### src/rtl/xcf_pkg.sv
// Shared constants for the stream-selective translation cache.
// Assumes a byte-addressed register port with 8-bit addresses.
package xcf_pkg;
    localparam int          NUM_STREAMS = 16;
    localparam int          SID_W       = $clog2(NUM_STREAMS);
    localparam logic [7:0]  ADDR_OP     = 8'h00;
    localparam logic [7:0]  ADDR_MASK   = 8'h04;
    localparam int          BIT_FLUSH   = 20;
    localparam int          BIT_BUSY    = 2;
endpackage

### src/rtl/xcf_regs.sv
// Register front end: holds the stream mask, decodes the flush trigger,
// and returns the busy bit. Assumes each access completes in one cycle.
module xcf_regs
    import xcf_pkg::*;
(
    input  logic                   clk,
    input  logic                   rst_n,
    input  logic                   reg_valid,
    input  logic                   reg_write,
    input  logic [7:0]             reg_addr,
    input  logic [31:0]            reg_wdata,
    input  logic                   busy_i,
    output logic                   reg_ready,
    output logic [31:0]            reg_rdata,
    output logic [NUM_STREAMS-1:0] mask_o,
    output logic                   start_o
);
    logic [NUM_STREAMS-1:0] mask_q;
    logic                   mask_wr;

    assign reg_ready = 1'b1;
    assign mask_wr   = reg_valid && reg_write && (reg_addr == ADDR_MASK);
    assign start_o   = reg_valid && reg_write && (reg_addr == ADDR_OP) && reg_wdata[BIT_FLUSH];
    assign mask_o    = mask_q;

    // Store the stream mask on a write to its address.
    always_ff @(posedge clk) begin
        if (!rst_n)       mask_q <= '0;
        else if (mask_wr) mask_q <= reg_wdata[NUM_STREAMS-1:0];
    end

    // Read mux for the two registers.
    always_comb begin
        reg_rdata = '0;
        if (reg_addr == ADDR_OP)   reg_rdata[BIT_BUSY] = busy_i;
        if (reg_addr == ADDR_MASK) reg_rdata[NUM_STREAMS-1:0] = mask_q;
    end

    assert_mask_hold_R2: assert property (@(posedge clk) disable iff (!rst_n)
        !mask_wr |=> $stable(mask_q));
endmodule

### src/rtl/xcf_sweep.sv
// Flush sequencer: on a trigger it takes a copy of the mask and walks the
// entries one per clock, then spends one closing cycle. Later triggers
// are ignored until it is idle again.
module xcf_sweep
    import xcf_pkg::*;
#(
    parameter int N_ENT = 8,
    localparam int IDX_W = $clog2(N_ENT + 1)
) (
    input  logic                   clk,
    input  logic                   rst_n,
    input  logic                   start_i,
    input  logic [NUM_STREAMS-1:0] mask_i,
    output logic                   busy_o,
    output logic                   clr_en_o,
    output logic [IDX_W-1:0]       clr_idx_o,
    output logic [NUM_STREAMS-1:0] snap_o
);
    localparam logic [IDX_W-1:0] LAST = IDX_W'(N_ENT);

    logic                   busy_q;
    logic [IDX_W-1:0]       idx_q;
    logic [NUM_STREAMS-1:0] snap_q;

    // Sweep state: start, step through the entries, close.
    always_ff @(posedge clk) begin
        if (!rst_n) begin
            busy_q <= 1'b0;
            idx_q  <= '0;
            snap_q <= '0;
        end else if (!busy_q && start_i) begin
            busy_q <= 1'b1;
            idx_q  <= '0;
            snap_q <= mask_i;
        end else if (busy_q) begin
            if (idx_q == LAST) busy_q <= 1'b0;
            else               idx_q  <= idx_q + 1'b1;
        end
    end

    assign busy_o    = busy_q;
    assign clr_en_o  = busy_q && (idx_q != LAST);
    assign clr_idx_o = idx_q;
    assign snap_o    = snap_q;

    assert_sweep_start_R3: assert property (@(posedge clk) disable iff (!rst_n)
        (start_i && !busy_q) |=> (busy_q && idx_q == '0));
    assert_sweep_end_R3: assert property (@(posedge clk) disable iff (!rst_n)
        (busy_q && idx_q == LAST) |=> !busy_q);
    assert_retrigger_R10: assert property (@(posedge clk) disable iff (!rst_n)
        (busy_q && start_i) |=> $stable(snap_q));
endmodule

### src/rtl/xcf_entry_array.sv
// Fully associative entry store. It compares lookups against every entry
// at once, picks the fill target (same key, then a free entry, then the
// round-robin entry) and applies sweep clears. When a fill and a clear
// land on the same entry, the fill wins.
module xcf_entry_array
    import xcf_pkg::*;
#(
    parameter int N_ENT = 8,
    parameter int VPN_W = 20,
    parameter int PPN_W = 24,
    parameter int SUB_W = 12,
    localparam int IDX_W = $clog2(N_ENT + 1),
    localparam int TGT_W = (N_ENT > 1) ? $clog2(N_ENT) : 1
) (
    input  logic                   clk,
    input  logic                   rst_n,
    input  logic [SID_W-1:0]       lk_sid,
    input  logic [VPN_W-1:0]       lk_vpn,
    input  logic [SUB_W-1:0]       lk_sub,
    output logic                   hit_o,
    output logic [PPN_W-1:0]       ppn_o,
    input  logic                   fill_en,
    input  logic [SID_W-1:0]       fl_sid,
    input  logic [VPN_W-1:0]       fl_vpn,
    input  logic [PPN_W-1:0]       fl_ppn,
    input  logic [SUB_W-1:0]       fl_start,
    input  logic [SUB_W-1:0]       fl_end,
    input  logic                   clr_en,
    input  logic [IDX_W-1:0]       clr_idx,
    input  logic [NUM_STREAMS-1:0] clr_mask,
    output logic [N_ENT-1:0]       vld_o
);
    logic [N_ENT-1:0] vld_q;
    logic [SID_W-1:0] sid_q [N_ENT];
    logic [VPN_W-1:0] vpn_q [N_ENT];
    logic [PPN_W-1:0] ppn_q [N_ENT];
    logic [SUB_W-1:0] st_q  [N_ENT];
    logic [SUB_W-1:0] en_q  [N_ENT];
    logic [N_ENT-1:0] hit_vec;
    logic [N_ENT-1:0] same_vec;
    logic [TGT_W-1:0] tgt;
    logic [TGT_W-1:0] rr_q;
    logic             use_rr;

    for (genvar gi = 0; gi < N_ENT; gi++) begin : g_ent
        // Compare each entry against the lookup key and the fill key.
        always_comb begin
            hit_vec[gi]  = vld_q[gi] && (sid_q[gi] == lk_sid) && (vpn_q[gi] == lk_vpn)
                           && (lk_sub >= st_q[gi]) && (lk_sub <= en_q[gi]);
            same_vec[gi] = vld_q[gi] && (sid_q[gi] == fl_sid) && (vpn_q[gi] == fl_vpn);
        end

        // Entry storage: a sweep clear first, then a fill on top of it.
        always_ff @(posedge clk) begin
            if (!rst_n) begin
                vld_q[gi] <= 1'b0;
                sid_q[gi] <= '0;
                vpn_q[gi] <= '0;
                ppn_q[gi] <= '0;
                st_q[gi]  <= '0;
                en_q[gi]  <= '0;
            end else begin
                if (clr_en && clr_idx == IDX_W'(gi) && clr_mask[sid_q[gi]])
                    vld_q[gi] <= 1'b0;
                if (fill_en && tgt == TGT_W'(gi)) begin
                    vld_q[gi] <= 1'b1;
                    sid_q[gi] <= fl_sid;
                    vpn_q[gi] <= fl_vpn;
                    ppn_q[gi] <= fl_ppn;
                    st_q[gi]  <= fl_start;
                    en_q[gi]  <= fl_end;
                end
            end
        end
    end

    // OR together the physical page numbers of the hitting entries.
    always_comb begin
        ppn_o = '0;
        for (int i = 0; i < N_ENT; i++)
            if (hit_vec[i]) ppn_o = ppn_o | ppn_q[i];
    end
    assign hit_o = |hit_vec;
    assign vld_o = vld_q;

    // Choose the fill target: same key, else first free, else round-robin.
    always_comb begin
        logic found;
        found  = 1'b0;
        tgt    = rr_q;
        for (int i = 0; i < N_ENT; i++)
            if (!found && same_vec[i]) begin tgt = TGT_W'(i); found = 1'b1; end
        for (int i = 0; i < N_ENT; i++)
            if (!found && !vld_q[i]) begin tgt = TGT_W'(i); found = 1'b1; end
        use_rr = !found;
    end

    // Advance the replacement pointer after each replacement.
    always_ff @(posedge clk) begin
        if (!rst_n) rr_q <= '0;
        else if (fill_en && use_rr)
            rr_q <= (rr_q == TGT_W'(N_ENT - 1)) ? '0 : rr_q + 1'b1;
    end

    assert_single_hit_R9: assert property (@(posedge clk) disable iff (!rst_n)
        $onehot0(hit_vec));
    assert_unique_key_R9: assert property (@(posedge clk) disable iff (!rst_n)
        $onehot0(same_vec));
endmodule

### src/rtl/xlat_cache_flush.sv
// Top level: register front end, sweep sequencer and entry array. It
// holds off lookups while a sweep runs and drops fills for swept streams.
module xlat_cache_flush
    import xcf_pkg::*;
#(
    parameter int N_ENT = 8,
    parameter int VPN_W = 20,
    parameter int PPN_W = 24,
    parameter int SUB_W = 12,
    localparam int IDX_W = $clog2(N_ENT + 1)
) (
    input  logic             clk,
    input  logic             rst_n,
    input  logic             reg_valid,
    input  logic             reg_write,
    input  logic [7:0]       reg_addr,
    input  logic [31:0]      reg_wdata,
    output logic             reg_ready,
    output logic [31:0]      reg_rdata,
    input  logic             lk_valid,
    input  logic [3:0]       lk_sid,
    input  logic [VPN_W-1:0] lk_vpn,
    input  logic [SUB_W-1:0] lk_sub,
    output logic             lk_ready,
    output logic             lk_hit,
    output logic [PPN_W-1:0] lk_ppn,
    input  logic             fl_valid,
    input  logic [3:0]       fl_sid,
    input  logic [VPN_W-1:0] fl_vpn,
    input  logic [PPN_W-1:0] fl_ppn,
    input  logic [SUB_W-1:0] fl_start,
    input  logic [SUB_W-1:0] fl_end
);
    logic                   busy;
    logic                   start;
    logic [NUM_STREAMS-1:0] mask;
    logic [NUM_STREAMS-1:0] snap;
    logic                   clr_en;
    logic [IDX_W-1:0]       clr_idx;
    logic                   arr_hit;
    logic                   fill_en;
    logic [N_ENT-1:0]       vld;

    xcf_regs u_regs (
        .clk(clk), .rst_n(rst_n), .reg_valid(reg_valid), .reg_write(reg_write),
        .reg_addr(reg_addr), .reg_wdata(reg_wdata), .busy_i(busy),
        .reg_ready(reg_ready), .reg_rdata(reg_rdata), .mask_o(mask), .start_o(start)
    );

    xcf_sweep #(.N_ENT(N_ENT)) u_sweep (
        .clk(clk), .rst_n(rst_n), .start_i(start), .mask_i(mask), .busy_o(busy),
        .clr_en_o(clr_en), .clr_idx_o(clr_idx), .snap_o(snap)
    );

    // Drop a fill that belongs to a stream being swept.
    assign fill_en = fl_valid && !(busy && snap[fl_sid]);

    xcf_entry_array #(.N_ENT(N_ENT), .VPN_W(VPN_W), .PPN_W(PPN_W), .SUB_W(SUB_W)) u_arr (
        .clk(clk), .rst_n(rst_n), .lk_sid(lk_sid), .lk_vpn(lk_vpn), .lk_sub(lk_sub),
        .hit_o(arr_hit), .ppn_o(lk_ppn), .fill_en(fill_en), .fl_sid(fl_sid),
        .fl_vpn(fl_vpn), .fl_ppn(fl_ppn), .fl_start(fl_start), .fl_end(fl_end),
        .clr_en(clr_en), .clr_idx(clr_idx), .clr_mask(snap), .vld_o(vld)
    );

    // Hold off lookups while a sweep runs.
    assign lk_ready = !busy;
    assign lk_hit   = lk_valid && !busy && arr_hit;

    assert_drop_fill_R8: assert property (@(posedge clk) disable iff (!rst_n)
        (busy && fl_valid && snap[fl_sid]) |=> ($countones(vld) <= $past($countones(vld))));
    assert_busy_idle_R7: assert property (@(posedge clk) disable iff (!rst_n)
        $rose(busy) |-> $past(start));
endmodule

### config.mk
export PLATFORM = sky130hd
export DESIGN_NAME = xlat_cache_flush
export DESIGN_NICKNAME = d
export VERILOG_FILES = /design/src/rtl/xcf_pkg.sv /design/src/rtl/xcf_regs.sv /design/src/rtl/xcf_sweep.sv /design/src/rtl/xcf_entry_array.sv /design/src/rtl/xlat_cache_flush.sv
export SDC_FILE = /design/constraint.sdc
export NUM_CORES = 1
export LEC_CHECK = 0
export BUFFER_PORTS_ARGS = -buffer_cell sky130_fd_sc_hd__buf_2
export CAP_MARGIN = 15
export CORE_MARGIN = 2
export CORE_UTILIZATION = 69
export CTS_BUF_LIST = sky130_fd_sc_hd__clkbuf_8
export DETAILED_ROUTE_END_ITERATION = 16
export PLACE_DENSITY = 0.94
export SETUP_SLACK_MARGIN = 0.2
export SYNTH_ARGS = -nofsm -noshare
export SYNTH_HDL_FRONTEND = slang
export SYNTH_HIERARCHICAL = 1
export SYNTH_SLANG_ARGS = --single-unit
### constraint.sdc
create_clock -name clk -period 19.8 [get_ports clk]
set_clock_uncertainty 0.1 [all_clocks]
set_input_delay 0.99 -clock clk [delete_from_list [all_inputs] [get_ports clk]]
set_output_delay 0.99 -clock clk [all_outputs]
set_load 0.02 [all_outputs]
== Yosys cells after proc, flatten, opt, wreduce, memory -nomap -nowiden ==
Memory sizes are Yosys's and may differ from the RTL's.
Cells that the tools add are included.
Operators by class
  bitwise gates (word level): 49
  reductions and logical operators: 138
  $lt $le $gt $ge: 25
  $add $sub $neg: 2
  equality and inequality tests: 50
  mux-type cells: 145
Operators by type and width (count)
  2-to-1 mux 24 bit: 16
  equality test 20 bit: 16
  2-to-1 mux 12 bit: 16
  OR 24 bit: 7
  2-to-1 mux 20 bit: 8
  logical AND 1 bit: 98
  greater-or-equal comparator 12 bit: 8
  less-or-equal comparator 12 bit: 8
  2-to-1 mux 1 bit: 70
  equality test 4 bit: 16
  2-to-1 mux 3 bit: 17
  < comparator 4 x 5 -> 1 bit (second input constant): 9
  OR 1 bit: 40
  binary-select mux 1 bit (select 4 bit): 9
  2-to-1 mux 4 bit: 8
  logical NOT 1 bit: 26
  equality test 4 x 3 -> 1 bit (second input constant): 4
  2-to-1 mux 16 bit: 1
  nonzero test 2 bit: 8
  equality test 3 bit (second input constant): 5
  equality test 4 x 2 -> 1 bit (second input constant): 2
  equality test 8 x 3 -> 1 bit (second input constant): 1
  logical NOT 8 bit: 1
  OR reduction 8 bit: 1
  other kinds (12): 14
Storage, ports and cells
  word-level logic and storage cells: 427
  bits of input ports: 154
  bits in registers: 48
  memories kept: 5
  output and inout bits: 59
  RAM bits: 576
Memories
  u_arr.ppn_q: words 8, width 24, read ports 8, clocked after Yosys merged registers in 0, write ports 8, RTL line xcf_entry_array.sv:36  | logic [PPN_W-1:0] ppn_q [N_ENT];
  u_arr.vpn_q: words 8, width 20, read ports 8, clocked after Yosys merged registers in 0, write ports 8, RTL line xcf_entry_array.sv:35  | logic [VPN_W-1:0] vpn_q [N_ENT];
  u_arr.en_q: words 8, width 12, read ports 8, clocked after Yosys merged registers in 0, write ports 8, RTL line xcf_entry_array.sv:38  | logic [SUB_W-1:0] en_q [N_ENT];
  u_arr.st_q: words 8, width 12, read ports 8, clocked after Yosys merged registers in 0, write ports 8, RTL line xcf_entry_array.sv:37  | logic [SUB_W-1:0] st_q [N_ENT];
  u_arr.sid_q: words 8, width 4, read ports 8, clocked after Yosys merged registers in 0, write ports 8, RTL line xcf_entry_array.sv:34  | logic [SID_W-1:0] sid_q [N_ENT];

== Logic depth before layout (Yosys ltp) ==
An unclocked memory read counts as a cell.
  depth after elaboration: 56
  depth in mapped cells: 14
  gate-level depth less buffers: 12

== Modules after synthesis ==
The synthesis kept the hierarchy.
By module, submodules not included
  xcf_entry_array: times used 1, cells each 2903, area an instance 34201.6 um^2, sequential area each 17516.8 um^2
  xcf_regs: times used 1, cells each 114, area an instance 942.2 um^2, sequential area each 320.3 um^2
  xcf_sweep: times used 1, cells each 99, area an instance 853.3 um^2, sequential area each 420.4 um^2
  xlat_cache_flush: times used 1, cells each 19, area an instance 167.7 um^2, sequential area each 0.0 um^2

== Worst setup path before layout ==
OpenSTA, ideal clock, no wires.
  kind: in2reg
  start point: input port fl_vpn[0]
  end point: memory u_arr.en_q[3][0], in the netlist u_arr/en_q[0][36] (enable)
  buffers on the path: 5
  data required time: 19.099 ns
  path slack: 10.479 ns
  setup time: 0.601 ns
  stages on the path: 14
  arrival time: 8.619 ns
  cell sequence: buf_2 -> xor2_1 -> nor4b_1 -> and4b_1 -> and3_1 -> or4_1 -> buf_2 -> o41ai_2 -> a2bb2oi_2 -> buf_6 -> a21oi_1 -> clkbuf_1 -> buf_2 -> o21ai_0
RTL lines
  start: declaration: RTL line xlat_cache_flush.sv:29  | input logic [VPN_W-1:0] fl_vpn,
  end: declaration: RTL line xcf_entry_array.sv:38

==> metrics.csv <==
stage,metric,value,unit
floorplan,fp.dieW,233,um
clocking,worst_skew_pair.late_latency,0.73,ns
timing,worstMarginPinSlew,1.21,ns
timing,layout_min_cycle_time,6.19,ns
clocking,cts.path.max_buffers,3,
route,initialDrtViolationCount,4328,
yosys,postSynth.asyncResetShare,0,
route,num_vias,27300,
layout,ratio_of_cells_with_drive_above_1_in_the_final_layout,0.126,
setup_path,timing.critical_path.fanout_max,41,
global_routing,overflow,0,
clocking,ctsRootBufferMaster,clkbuf_8,
layout,n_fill_cell,2920,
power,vdd_ir_drop_max,0.0511,mV
yosys,synth_top_cell_by_area,edfxtp_1,
setup_path,critical_path.max_stage_delay,0.94,ns
timing,timing.setup.tns,0,ns
global_routing,total_global_routing_track_utilization,0.395,
clocking,sink_count,624,
place,placed_cells,3833,
timing,setup_violations,0,
global_routing,grt_max_degree,77,
clocking,cts_tree,yes,
floorplan,coreArea,51600,um2
hold_path,hold_path_depth,2,
timing,grt_setup_unrepaired,no,
floorplan,floorplan.die.height,233,um
layout,flow.area_growth_from_synthesis,8.37,%
layout,layout.cells.most_common_list,"edfxtp_1, and2_1, inv_1",
run_status,run_status,finished clean,
floorplan,rows,83,
yosys,synth_edf_count,576,
job,timing.max_cap.violations,0,
timing,fin_worst_hold_slack,0.365,ns
layout,final_core_utilization,0.759,
timing,timing.final.ws_setup,13.61,ns
setup_path,cp.arrival,6.40,ns
setup_path,cp-start-kind,input pin,
setup_path,cp_data_required_time,20.02,ns
timing,clock.fmax,162,MHz
layout,layout.cells.most_common,edfxtp_1,
setup_path,timing.critical_path.cells,buf_2 -> xnor2_1 -> nand4_1 -> or4_1 -> nor4_2 -> o211ai_1 -> a31oi_1 -> a2bb2oi_2 -> nand2b_1 -> o21ai_4 -> buf_4,
layout,finish.cell_count_without_fillers,4022,
floorplan,dieArea,54300,um2
global_routing,first_global_vias,27700,
route,ant_nets,0,
clocking,cts.clk_slew.worst_paths,0.06,ns
yosys,postSynthAreaPerCell,11.5,um2
timing,slew-limit-headroom,0.193,
yosys,synthFlopType,edfxtp_1,
yosys,ys_types,74,
timing,final-max-slew-violation-count,0,
place,io_buffer_count,180,
floorplan,design.portCount,213,
setup_path,reg2regPathDepth,10,
yosys,synth_warnings,6,
setup_path,worstSetupEndpointType,flip-flop,
layout,final_area,39200,um2
layout,num-nets-final,3605,
power,p_leak,15.4,nW
setup_path,critical_path_class,input pin to flip-flop,
yosys,cell_area_synth,36200,um2
clocking,cts_hold_buf,0,
clocking,cts_htree_levels,3,
route,route.detailed.drc,0,
yosys,syn-instance-count,3135,
place,placement.setup.worst_slack,13.14,ns
global_routing,antenna_found_initial,11,
floorplan,starting_utilization_of_the_core_area,0.701,
timing,hold_viol_final,0,
power,power_density,76.2,nW/um2
clocking,cts_made_buffers,99,
clocking,post_cts_resized,0,
hold_path,hold_class,flip-flop to flip-flop,
place,routability_congestion,1.04,
timing,min_period_over_period,0.313,
clocking,cts_setup_buffers,0,
yosys,seq_area_frac_synth,0.505,
yosys,post_synth_main_area_contributors,"edfxtp_1, and2_1, ha_1, xnor2_1, xor2_1",
place,dp_hpwl,66.4,mm
place,post_dp_cell_area,37300,um2
setup_path,slowest_stage,o21ai_4,
route,drt_pass1_iterations,7,
global_routing,global_route_wire_length_before_repair,159,mm
power,finalPower,2.98,mW
yosys,synth_top_area_frac,0.478,
route,via_per_inst,6.79,
yosys,synth.ff_latch_count,624,
route,route.final.wire_length,108,mm
route,drt-wirelength-per-cell,26.8,um
cell usage after synthesis (5+ instances only):
master	n
xnor2_1	229
nand2b_1	27
nor3b_1	76
mux4_2	40
and3_1	5
a31o_2	7
mux2i_1	22
buf_4	18
inv_1	239
a31oi_1	5
clkbuf_1	125
nor4_1	51
buf_2	39
a21oi_1	41
ha_1	196
a21boi_0	7
o21a_1	16
or3_1	7
dfxtp_1	48
o2111ai_1	33
buf_6	25
or2_2	6
and2_1	525
a22o_1	24
nor3_1	21
nand4_1	97
nor2b_1	16
o32ai_1	24
o21ai_0	39
o211ai_1	7
xor2_1	155
a21boi_1	10
a2111oi_0	8
nand3_1	49
nand2_1	148
a211oi_1	32
nor2_1	30
edfxtp_1	576
a21o_1	47
cell families (layout without fill, tap and decap cells):
| logic type | Yosys count | after routing | share of synthesized area |
|---|---|---|---|
| buf+inv | 450 | 629 | 0.0556 |
| xor+xnor | 384 | 384 | 0.0930 |
| compound gates | 330 | 330 | 0.0678 |
| other cells | 2 | 30 | 0.000208 |
| fa+ha+maj | 196 | 196 | 0.0678 |
| flops | 624 | 624 | 0.505 |
| simple gates | 1085 | 1085 | 0.178 |
| mux | 64 | 64 | 0.0325 |
layer usage:
layer  up-vias  wire (um)  GRT usage
li1      11300          -          -
met1     12900      34800      0.475
met2      2449      48600      0.617
met3       639      15600      0.104
met4         4       8680      0.286
met5         -         32          0
state kept, by name, summed over array words and instances (netlist names):
| name | count |
|---|---|
| u_arr/sid_q | 32 |
| u_arr/vpn_q | 160 |
| u_sweep/snap_o | 16 |
| u_arr/vld_o | 8 |
| u_arr/en_q | 96 |
| u_arr/st_q | 96 |
| u_sweep/clr_idx_o | 4 |
| u_sweep/busy_o | 1 |
| u_arr/ppn_q | 192 |
| u_arr/rr_q | 3 |
| u_regs/mask_o | 16 |
layout make-up:
cell class,count,area [um2],area share
Timing Repair Buffer,215,1180,0.0300
Antenna cell,13,32.5,0.000830
Sequential cell,624,18300,0.466
Inverter,239,897,0.0229
Multi-Input combinational cell,2076,16200,0.412
Clock buffer,108,1490,0.0379
Clock inverter,67,334,0.00852
Tap cell,680,851,0.0217
report_power, final:
group	total (mW)	internal [mW]	switching (mW)
clock	1.04	0.524	0.514
sequential	1.56	1.52	0.0451
combinational	0.385	0.132	0.254
worst max-delay path: cells and delay by family:
kind,cells,cell delay (ns)
compound gates,4,2.26
simple gates,4,1.69
buf+inv,2,1.20
xor+xnor,1,0.20
path summary, 6_finish.rpt:
check                                     endpoint          startpoint  slack [ns]
worst min-delay path            u_sweep/snap_o[15]   u_regs/mask_o[15]        0.37
worst max register to register   u_arr/en_q[1][14]  u_arr/sid_q[1][13]       13.77
worst min register to register  u_sweep/snap_o[15]   u_regs/mask_o[15]        0.37
worst max-delay path             u_arr/en_q[1][14]          fl_vpn[15]       13.61
No activity file was read; power rests on OpenSTA's default activity.
